**config.mk**
```make
export PLATFORM = sky130hd
export DESIGN_NAME = vec_irq_ctrl
export DESIGN_NICKNAME = d
export VERILOG_FILES = /design/src/rtl/vic_pkg.sv /design/src/rtl/vic_regs.sv /design/src/rtl/vic_vecgen.sv /design/src/rtl/vic_nmi.sv /design/src/rtl/vec_irq_ctrl.sv
export SDC_FILE = /design/constraint.sdc
export NUM_CORES = 1
export LEC_CHECK = 0
export BUFFER_PORTS_ARGS = -buffer_cell sky130_fd_sc_hd__buf_2
export CAP_MARGIN = 20
export CORE_ASPECT_RATIO = 0.75
export CORE_MARGIN = 3
export CORE_UTILIZATION = 45
export DETAILED_ROUTE_END_ITERATION = 16
export PLACE_DENSITY = 0.75
export SLEW_MARGIN = 20
export SYNTH_ARGS = -nofsm -noshare
export SYNTH_HDL_FRONTEND = slang
export SYNTH_SLANG_ARGS = --single-unit
export TNS_END_PERCENT = 100
```
**constraint.sdc**
```tcl
create_clock -name clk -period 4 [get_ports clk]
set_input_delay 0.4 -clock clk [delete_from_list [all_inputs] [get_ports clk]]
set_output_delay 0.4 -clock clk [all_outputs]
set_load 0.05 [all_outputs]
```
**src/rtl/vic_pkg.sv**
```systemverilog
// Package vic_pkg: constants shared by the interrupt controller.
// Assumes word-granular register offsets (byte offset >> 2).
package vic_pkg;
    localparam int unsigned WORD_MASK    = 0;
    localparam int unsigned WORD_PENDING = 1;
    localparam int unsigned WORD_MASKED  = 2;
    localparam int unsigned WORD_NMI     = 3;
    localparam int unsigned WORD_LAST    = 3;
    localparam logic [7:0]  SHARED_VEC   = 8'h30;
    localparam logic [7:0]  FIRST_VEC    = 8'h31;
endpackage

```
**src/rtl/vic_regs.sv**
```systemverilog
// Module vic_regs: register file of the controller.
// Holds the enable mask and the sticky error flag, decodes accesses and
// muxes read data. Assumes DATA_W > NUM_SRC and one-cycle accesses.
module vic_regs #(
    parameter int unsigned NUM_SRC = 30,
    parameter int unsigned NUM_NMI = 2,
    parameter int unsigned ADDR_W  = 5,
    parameter int unsigned DATA_W  = 32
) (
    input  logic               clk,
    input  logic               rst_n,
    input  logic               bus_sel,
    input  logic               bus_wr,
    input  logic [ADDR_W-1:0]  bus_addr,
    input  logic [DATA_W-1:0]  bus_wdata,
    input  logic [NUM_SRC-1:0] pending_q,
    input  logic [NUM_NMI-1:0] nmi_lvl,
    output logic [NUM_SRC-1:0] mask_q,
    output logic [NUM_SRC-1:0] mask_d,
    output logic [DATA_W-1:0]  bus_rdata,
    output logic               bus_err
);
    import vic_pkg::*;

    localparam int unsigned WORD_W = ADDR_W - 2;
    localparam int unsigned PAD_S  = DATA_W - NUM_SRC;
    localparam int unsigned PAD_N  = DATA_W - NUM_NMI;

    logic [WORD_W-1:0] word;
    logic              aligned;
    logic              bad_ofs;
    logic              mask_wr;

    assign word    = bus_addr[ADDR_W-1:2];
    assign aligned = (bus_addr[1:0] == 2'b00);
    assign bad_ofs = !aligned || (word > WORD_W'(WORD_LAST));
    assign mask_wr = bus_sel && bus_wr && !bad_ofs && (word == WORD_W'(WORD_MASK));

    // Next mask value, also consumed by the vector generator.
    always_comb begin
        mask_d = mask_wr ? bus_wdata[NUM_SRC-1:0] : mask_q;
    end

    // Mask register update.
    always_ff @(posedge clk) begin
        if (!rst_n) mask_q <= '0;
        else        mask_q <= mask_d;
    end

    // Sticky error flag for undefined offsets.
    always_ff @(posedge clk) begin
        if (!rst_n)                 bus_err <= 1'b0;
        else if (bus_sel && bad_ofs) bus_err <= 1'b1;
    end

    // Read data multiplexer.
    always_comb begin
        bus_rdata = '0;
        if (bus_sel && !bus_wr && !bad_ofs) begin
            case (word)
                WORD_W'(WORD_MASK):    bus_rdata = {{PAD_S{1'b0}}, mask_q};
                WORD_W'(WORD_PENDING): bus_rdata = {{PAD_S{1'b0}}, pending_q};
                WORD_W'(WORD_MASKED):  bus_rdata = {{PAD_S{1'b0}}, pending_q & mask_q};
                WORD_W'(WORD_NMI):     bus_rdata = {{PAD_N{1'b0}}, nmi_lvl};
                default:               bus_rdata = '0;
            endcase
        end
    end
endmodule

```
**src/rtl/vic_vecgen.sv**
```systemverilog
// Module vic_vecgen: turns the next masked vector into the registered
// request wire and vector number. Assumes FIRST_VEC + NUM_SRC fits VEC_W.
module vic_vecgen #(
    parameter int unsigned NUM_SRC = 30,
    parameter int unsigned VEC_W   = 8
) (
    input  logic               clk,
    input  logic               rst_n,
    input  logic [NUM_SRC-1:0] masked_d,
    output logic               irq_q,
    output logic [VEC_W-1:0]   vec_q
);
    import vic_pkg::*;

    localparam int unsigned IDX_W = $clog2(NUM_SRC);

    logic [IDX_W-1:0] low_idx;
    logic             any_set;
    logic             multi;
    logic [VEC_W-1:0] vec_d;

    // Find the lowest set bit and detect more than one set bit.
    always_comb begin
        low_idx = '0;
        for (int i = NUM_SRC - 1; i >= 0; i--) begin
            if (masked_d[i]) low_idx = IDX_W'(i);
        end
        any_set = |masked_d;
        multi   = |(masked_d & (masked_d - NUM_SRC'(1)));
    end

    // Choose the vector number.
    always_comb begin
        if (!any_set)   vec_d = '0;
        else if (multi) vec_d = VEC_W'(SHARED_VEC);
        else            vec_d = VEC_W'(FIRST_VEC) + VEC_W'(low_idx);
    end

    // Output registers.
    always_ff @(posedge clk) begin
        if (!rst_n) begin
            irq_q <= 1'b0;
            vec_q <= '0;
        end else begin
            irq_q <= any_set;
            vec_q <= vec_d;
        end
    end
endmodule

```
**src/rtl/vic_nmi.sv**
```systemverilog
// Module vic_nmi: forwards the OR of the NMI inputs as a registered output.
// Assumes the inputs are already synchronous to clk.
module vic_nmi #(
    parameter int unsigned NUM_NMI = 2
) (
    input  logic               clk,
    input  logic               rst_n,
    input  logic [NUM_NMI-1:0] nmi_in,
    output logic               nmi_q
);
    // Register the combined NMI level.
    always_ff @(posedge clk) begin
        if (!rst_n) nmi_q <= 1'b0;
        else        nmi_q <= |nmi_in;
    end
endmodule

```
**src/rtl/vec_irq_ctrl.sv**
```systemverilog
// Module vec_irq_ctrl: masked vectored interrupt controller top.
// Captures request levels, applies the enable mask, and drives the
// request wire, vector bus and NMI. Assumes synchronous inputs.
module vec_irq_ctrl #(
    parameter int unsigned NUM_SRC = 30,
    parameter int unsigned NUM_NMI = 2,
    parameter int unsigned ADDR_W  = 5,
    parameter int unsigned DATA_W  = 32,
    parameter int unsigned VEC_W   = 8
) (
    input  logic               clk,
    input  logic               rst_n,
    input  logic [NUM_SRC-1:0] req_i,
    input  logic [NUM_NMI-1:0] nmi_req_i,
    input  logic               bus_sel,
    input  logic               bus_wr,
    input  logic [ADDR_W-1:0]  bus_addr,
    input  logic [DATA_W-1:0]  bus_wdata,
    output logic [DATA_W-1:0]  bus_rdata,
    output logic               bus_err,
    output logic               irq_o,
    output logic [VEC_W-1:0]   vec_o,
    output logic               nmi_o
);
    logic [NUM_SRC-1:0] pending_q;
    logic [NUM_SRC-1:0] mask_q;
    logic [NUM_SRC-1:0] mask_d;
    logic [NUM_SRC-1:0] masked_d;

    // Pending bits follow the request levels.
    always_ff @(posedge clk) begin
        pending_q <= req_i;
    end

    // Masked vector as it will stand after this edge.
    always_comb begin
        masked_d = req_i & mask_d;
    end

    vic_regs #(
        .NUM_SRC(NUM_SRC), .NUM_NMI(NUM_NMI), .ADDR_W(ADDR_W), .DATA_W(DATA_W)
    ) u_regs (
        .clk(clk), .rst_n(rst_n), .bus_sel(bus_sel), .bus_wr(bus_wr),
        .bus_addr(bus_addr), .bus_wdata(bus_wdata), .pending_q(pending_q),
        .nmi_lvl(nmi_req_i), .mask_q(mask_q), .mask_d(mask_d),
        .bus_rdata(bus_rdata), .bus_err(bus_err)
    );

    vic_vecgen #(.NUM_SRC(NUM_SRC), .VEC_W(VEC_W)) u_vecgen (
        .clk(clk), .rst_n(rst_n), .masked_d(masked_d),
        .irq_q(irq_o), .vec_q(vec_o)
    );

    vic_nmi #(.NUM_NMI(NUM_NMI)) u_nmi (
        .clk(clk), .rst_n(rst_n), .nmi_in(nmi_req_i), .nmi_q(nmi_o)
    );
endmodule

```
==> impl_metrics.toml, run 1 <==
[worst_setup_path]
crit_type = "input port to register"
max_stage_delay_ns = 0.61
crit_chain = "buf_2 > or4b_1 > buf_4 > o21ai_0 > a21bo_2 > nand3_1 > a21oi_1 > o21ai_0 > a222oi_1 > ha_1 > inv_1 > or3_1 > xor2_1 > a21boi_1"
critPathLaunch = "bus_addr[1]"
reg2reg_depth = 12
path_max_fanout = 15
crit_required_ns = 4.25
slowest_stage = "or4b_1"
cp-start-kind = "input port"
r2r-start = "u_regs.mask_q[25]"
cpMostUsedCell = "o21ai_0"
arrival_ns = 3.78
end_kind = "register"

[synthesis]
ys.flop_type = "dfxtp_1"
yosys-top-cells-count = "dfxtp_1 (70), nand2_1 (64), nor2_1 (57), a21oi_1 (31), a22oi_1 (29)"
ys_seq_elements = 70
avgSynthCellArea_um2 = 7.80
yosys.area_share.adder_pct = 0.287
synthTopCellsByArea = "dfxtp_1 (32%), nand2_1 (5.5%), a22oi_1 (5.0%)"
synth_area_um2 = 4360
synth_top_family_by_area = "compound AO/OA/AOI/OAI gates"
synth-seq-area-share_pct = 32.1
synth.largest_area_cell = "dfxtp_1"
ys.warnings.count = 0
synthMuxAreaShare_pct = 4.24
synth_top_area_share_pct = 32.1
synthSimpleGateAreaFrac_pct = 26.2
synth_edf_count = 0
yosysMostFrequentCell = "dfxtp_1"
syn_inst = 559
synth-xor-area-share_pct = 0.602
synth_compound_area_share_pct = 31.8
async_flop_share_pct = 0
ys_types = 67

[sta]
period_needed_ns = 3.53
hold_ws_ns = 0.213
setup-tns-final_ns = 0
hold_violations = 0
slew_violations = 0
worst_pin_slew_ns = 1.04
worst_slack_ns = 0.468
finalSetupViolations = 0
grt_setup_unrepaired = "false"
fmax_ghz = 0.283
slew_headroom_pct = 30.3
period_share_pct = 88.3
finClkSkew_ns = 0.00495

[routing]
ant_nets = 0
wire_per_inst_um = 19.2
route.met2.wl_mm = 6.32
dr.pass1.iters = 6
routed_wl_mm = 15.3
via_count = 4982
route.layer.met1.wl_mm = 6.96
maxUsedRoutingLayer = "met4"
viasPerCell = 6.27
drt_iter0_drc = 657
dr_wl_met3_mm = 1.71
drcViolationCount = 0

[clocking]
htreeDepth = 3
clk_latency_ns = 0.33
cts_resized = 0
clock_path_buffers = 2
cts_tree = "done"
cts.sinks = 70
hold_buffers = 0
numCtsBuffers = 9
path_clk_slew_ns = 0.06
post_cts_buffers = 0
cts-root-buf = "clkbuf_16"

[floorplanning]
fp-row-count = 30
fp.dieArea_um2 = 10900
initial_core_util_pct = 47.2
pin_count = 116
die_y_um = 91.3
die_w_um = 120
core_area_um2 = 9230

[placement]
gp_congestion = 0.926
port-buffer-count = 110
dp_slack_ns = 0.204
hpwl_mm = 11.2

[finish]
drive_gt1_share_pct = 23.5
fin_util_pct = 58.0
n_antenna_cell = 0
syn_to_final_growth_pct = 22.7
nets = 738

[hold_path]
hold_start = "req_i[7]"
hp-class = "input port to register"
min_path_cells = 1

[pwr]
design_power_total_uw = 1710
ir_drop_v = 0.000228
p_leak_uw = 0.00226
powerDensity_nw_per_um2 = 319

[grt]
grt_pass1_wl_mm = 23.5
antenna_found_initial = 0
grt_max_degree = 33
grt_usage_pct = 27.0
grt_pass1_vias = 4439
grt.overflow.total = 0

[run_status]
outcome = "finished clean"

[run]
drv_cap = 0
[final timing paths]
check,slack (ns),endpoint
worst max register to register,0.66,u_vecgen.vec_q[4]
worst min register to register,0.49,u_regs.bus_err
worst min-delay path,0.21,pending_q[7]
worst max-delay path,0.47,u_vecgen.vec_q[4]
[final cells by class]
cell class	count	area [µm²]
clock buffers	13	270
clock inverters	1	5.00
fillers	913	3880
inverters	8	30.0
multi-input cells	448	2770
flip-flops and latches	70	1400
well taps	128	160
repair buffers	127	716
[layer usage]
layer  GRT usage, %  vias to the layer above
li1               -                     2325
met1           40.1                     2306
met2           39.3                      317
met3           5.23                       34
met4           8.29                        0
met5              0                        -
[layout by cell type, fill, tap and decap left out, types with 3 or more instances in the layout]
master / n
mux2i_1: 14
a222oi_1: 3
dfxtp_1: 70
a21boi_0: 7
o22ai_1: 5
and2_1: 8
a31oi_1: 16
nor2_1: 57
a311oi_1: 3
a32oi_1: 21
mux2_2: 4
and3_1: 5
o21ai_1: 6
buf_12: 3
o21ai_0: 25
nor3_1: 4
buf_2: 110
o211ai_1: 8
nand4_1: 17
a21bo_2: 3
nand2_1: 64
a22oi_1: 29
o31ai_1: 4
nand3_1: 22
nor2b_1: 6
a22o_1: 5
inv_1: 8
clkbuf_8: 3
nand2b_1: 26
buf_4: 14
conb_1: 3
a31o_2: 3
a211o_1: 3
a21boi_1: 4
a21oi_1: 31
a211oi_1: 4
clkbuf_16: 9
[worst max-delay path: cells and delay by family]
kind                       cells  cell delay [ns]
AOI/OAI and AO/OA              6             1.48
and+or+nand+nor                3             1.08
buffers and inverters          3             0.42
xor gates and xnor gates       1             0.19
adders and majority gates      1             0.20
[kinds of logic (layout without fill, tap and decap cells)]
group,count (synthesis),after routing
buf+inv,43,149
other cells,1,3
fa+ha+maj,1,1
simple gates,226,226
compound gates,197,197
xor+xnor,3,3
mux,18,18
flops,70,70
[per-stage QoR]
stage / instance area (µm²) / std cells
floorplan: 4370 / 561
global route: 5350 / 795
CTS: 5350 / 795
detailed placement: 5080 / 781
global placement: 5080 / 781
finish: 5350 / 795
[state kept, by name, summed over array words and instances, names as in the netlist]
name and flops:
pending_q 30, u_regs.mask_q 30, u_vecgen.vec_q 7, u_vecgen.irq_q 1
u_nmi.nmi_q 1, u_regs.bus_err 1
[report_power, final]
part           total, µW  leakage (µW)  switching [µW]  internal (µW)
clock network        742      0.000138             280            462
registers            729      0.000576            9.83            719
logic                237       0.00154             156           80.5
total               1710       0.00226             446           1260
Power figures use the tool's default switching activity.
==> run 2, diff against run 1 <==
--- a/config.mk
+++ b/config.mk
@@ -12,6 +12,7 @@
 export CORE_UTILIZATION = 45
 export DETAILED_ROUTE_END_ITERATION = 16
 export PLACE_DENSITY = 0.75
+export RECOVER_POWER = 50
 export SLEW_MARGIN = 20
 export SYNTH_ARGS = -nofsm -noshare
 export SYNTH_HDL_FRONTEND = slang
==> constraint.sdc (replaced) <==
create_clock -name clk -period 3.95 [get_ports clk]
set_input_delay 0.395 -clock clk [delete_from_list [all_inputs] [get_ports clk]]
set_output_delay 0.395 -clock clk [all_outputs]
set_load 0.05 [all_outputs]
==> impl_metrics.toml, run 2 (same netlist as run 1, synthesis figures left out) <==
[run_status]
outcome = "finished clean"

[clocking]
numCtsBuffers = 9
path_clk_slew_ns = 0.05
clk_latency_ns = 0.33
cts_resized = 0
cts.sinks = 70
clock_path_buffers = 2
post_cts_buffers = 0
hold_buffers = 0
cts-root-buf = "clkbuf_16"
cts_tree = "done"
htreeDepth = 3

[sta]
setup-tns-final_ns = 0
slew_violations = 0
hold_violations = 0
grt_setup_unrepaired = "false"
period_needed_ns = 3.48
period_share_pct = 88.2
finClkSkew_ns = 0.00282
fmax_ghz = 0.287
worst_pin_slew_ns = 0.853
slew_headroom_pct = 43.1
finalSetupViolations = 0

[grt]
grtUsageMet2_pct = 39.9
grt_pass1_vias = 4481
grt_usage_pct = 27.0
grt.met1_usage_pct = 39.9
grt_pass1_wl_mm = 23.6
grt_max_degree = 33
use_met3_pct = 5.35
grt.overflow.total = 0
busiest_layer = "met2"
antenna_found_initial = 0

[floorplanning]
initial_core_util_pct = 47.2
pin_count = 116
fp-row-count = 30
die_y_um = 91.3
core_area_um2 = 9230
fp.dieArea_um2 = 10900
die_w_um = 120

[finish]
syn_to_final_growth_pct = 22.3
nets = 736
reg_top3 = "pending_q x30, u_regs.mask_q x30, u_vecgen.vec_q x7"
fill_cells = 910
fin_util_pct = 57.8
mostFrequentLayoutCell = "dfxtp_1"
final_cell_mix = "dfxtp_1 (70), buf_2 (68), nand2_1 (64)"
drive_gt1_share_pct = 16.8
n_antenna_cell = 0

[pwr]
power_frac_seq_pct = 40.1
p_switching_uw = 467
cellInternalPower_uw = 1370
switching_share_pct = 25.4
p_comb_share_pct = 12.7
pwr-share-clk_pct = 47.2
ir_drop_v = 0.000290
p_leak_uw = 0.00214
powerDensity_nw_per_um2 = 345

[routing]
viasPerCell = 6.25
ant_nets = 0
routed_wl_mm = 15.2
drcViolationCount = 0
via_count = 4967
drt_iter0_drc = 561
wire_per_inst_um = 19.1
dr.pass1.iters = 5

[worst_setup_path]
ff2ff_setup_slack_ns = 0.64
slowest_stage = "or4b_1"
end_kind = "register"
crit_required_ns = 4.22
timing.rr.end = "u_vecgen.vec_q[4]"
max_stage_delay_ns = 0.61
path_max_fanout = 20
reg2reg_depth = 12
crit_chain = "clkbuf_1 > or4b_1 > buf_4 > o21ai_0 > a21bo_2 > nand3_1 > a21oi_1 > o21ai_0 > a222oi_1 > ha_1 > inv_1 > or3_1 > xor2_1 > a21boi_1"
cp-start-kind = "input port"
r2r-start = "u_regs.mask_q[25]"
arrival_ns = 3.75
cpMostUsedCell = "o21ai_0"
crit_type = "input port to register"

[hold_path]
hold_start = "req_i[3]"
hold_end = "pending_q[3]"
hp-class = "input port to register"
min_path_cells = 1

[run]
drv_cap = 0

[placement]
hpwl_mm = 11.2
gp_congestion = 0.956
port-buffer-count = 110
-- run 2: changes by cell type in the layout (fill, tap and decap cells not counted), sizes merged --
| cell | delta |
|---|---|
| buf | -45 |
| bufinv | +2 |
| clkbuf | +42 |
| clkinv | +1 |
-- run 2: critical path: cells and delay by family --
| kind | cells | cell delay (ns) |
|---|---|---|
| AO/OA/AOI/OAI | 6 | 1.44 |
| XOR/XNOR | 1 | 0.18 |
| adder cells (fa/ha/maj) | 1 | 0.21 |
| buffers and inverters | 3 | 0.42 |
| AND/OR/NAND/NOR | 3 | 1.09 |
-- run 2: area by class of cell --
type                       instances  area [µm²]  share of cell area (%)
sequential                        70        1400                    26.3
clock inverter                     4        70.1                    1.31
multi-input combinational        448        2770                    51.9
inverter                           8        30.0                   0.563
timing repair buffer             125         657                    12.3
clock buffer                      12         246                    4.62
tap                              128         160                    3.00
-- run 2: power groups by stage --
stage	logic, µW	clock network (µW)	registers, µW
finish	233	867	738
global route	251	905	740
CTS	235	878	738
detailed placement	234	0	753
global placement	230	0	752
floorplan	116	0	765
-- run 2: worst max-delay path by stage --
| stage | startpoint | end | slack, ns | cells after the start |
|---|---|---|---|---|
| 5_1_grt | bus_addr[1] | u_vecgen.vec_q[4] | 0.25 | 13 |
| 6_report | bus_addr[1] | u_vecgen.vec_q[4] | 0.47 | 14 |
| 3_5_place_dp | bus_addr[1] | u_vecgen.vec_q[4] | 0.18 | 14 |
| 2_1_floorplan | bus_addr[2] | u_vecgen.vec_q[4] | 0.62 | 16 |
| 3_3_place_gp | bus_addr[1] | u_vecgen.vec_q[4] | 0.26 | 14 |
| 4_1_cts | bus_addr[1] | u_vecgen.vec_q[4] | 0.52 | 14 |
-- run 2: layer usage --
metal	vias up	wire [µm]
met2	273	6430
li1	2347	-
met1	2318	7100
met4	0	216
met3	29	1430
met5	-	0
-- run 2: metrics by stage --
| step | total power [µW] | instance area (µm²) | hold slack [ns] | worst slack (ns) | instances |
|---|---|---|---|---|---|
| after floorplan | 880 | 4370 | 0.423 | 0.621 | 561 |
| after global placement | 981 | 5070 | 0.458 | 0.263 | 779 |
| after detailed placement | 986 | 5070 | 0.461 | 0.180 | 779 |
| after CTS | 1850 | 5390 | 0.199 | 0.525 | 795 |
| after global routing | 1900 | 5330 | 0.232 | 0.255 | 795 |
| final | 1840 | 5330 | 0.239 | 0.466 | 795 |
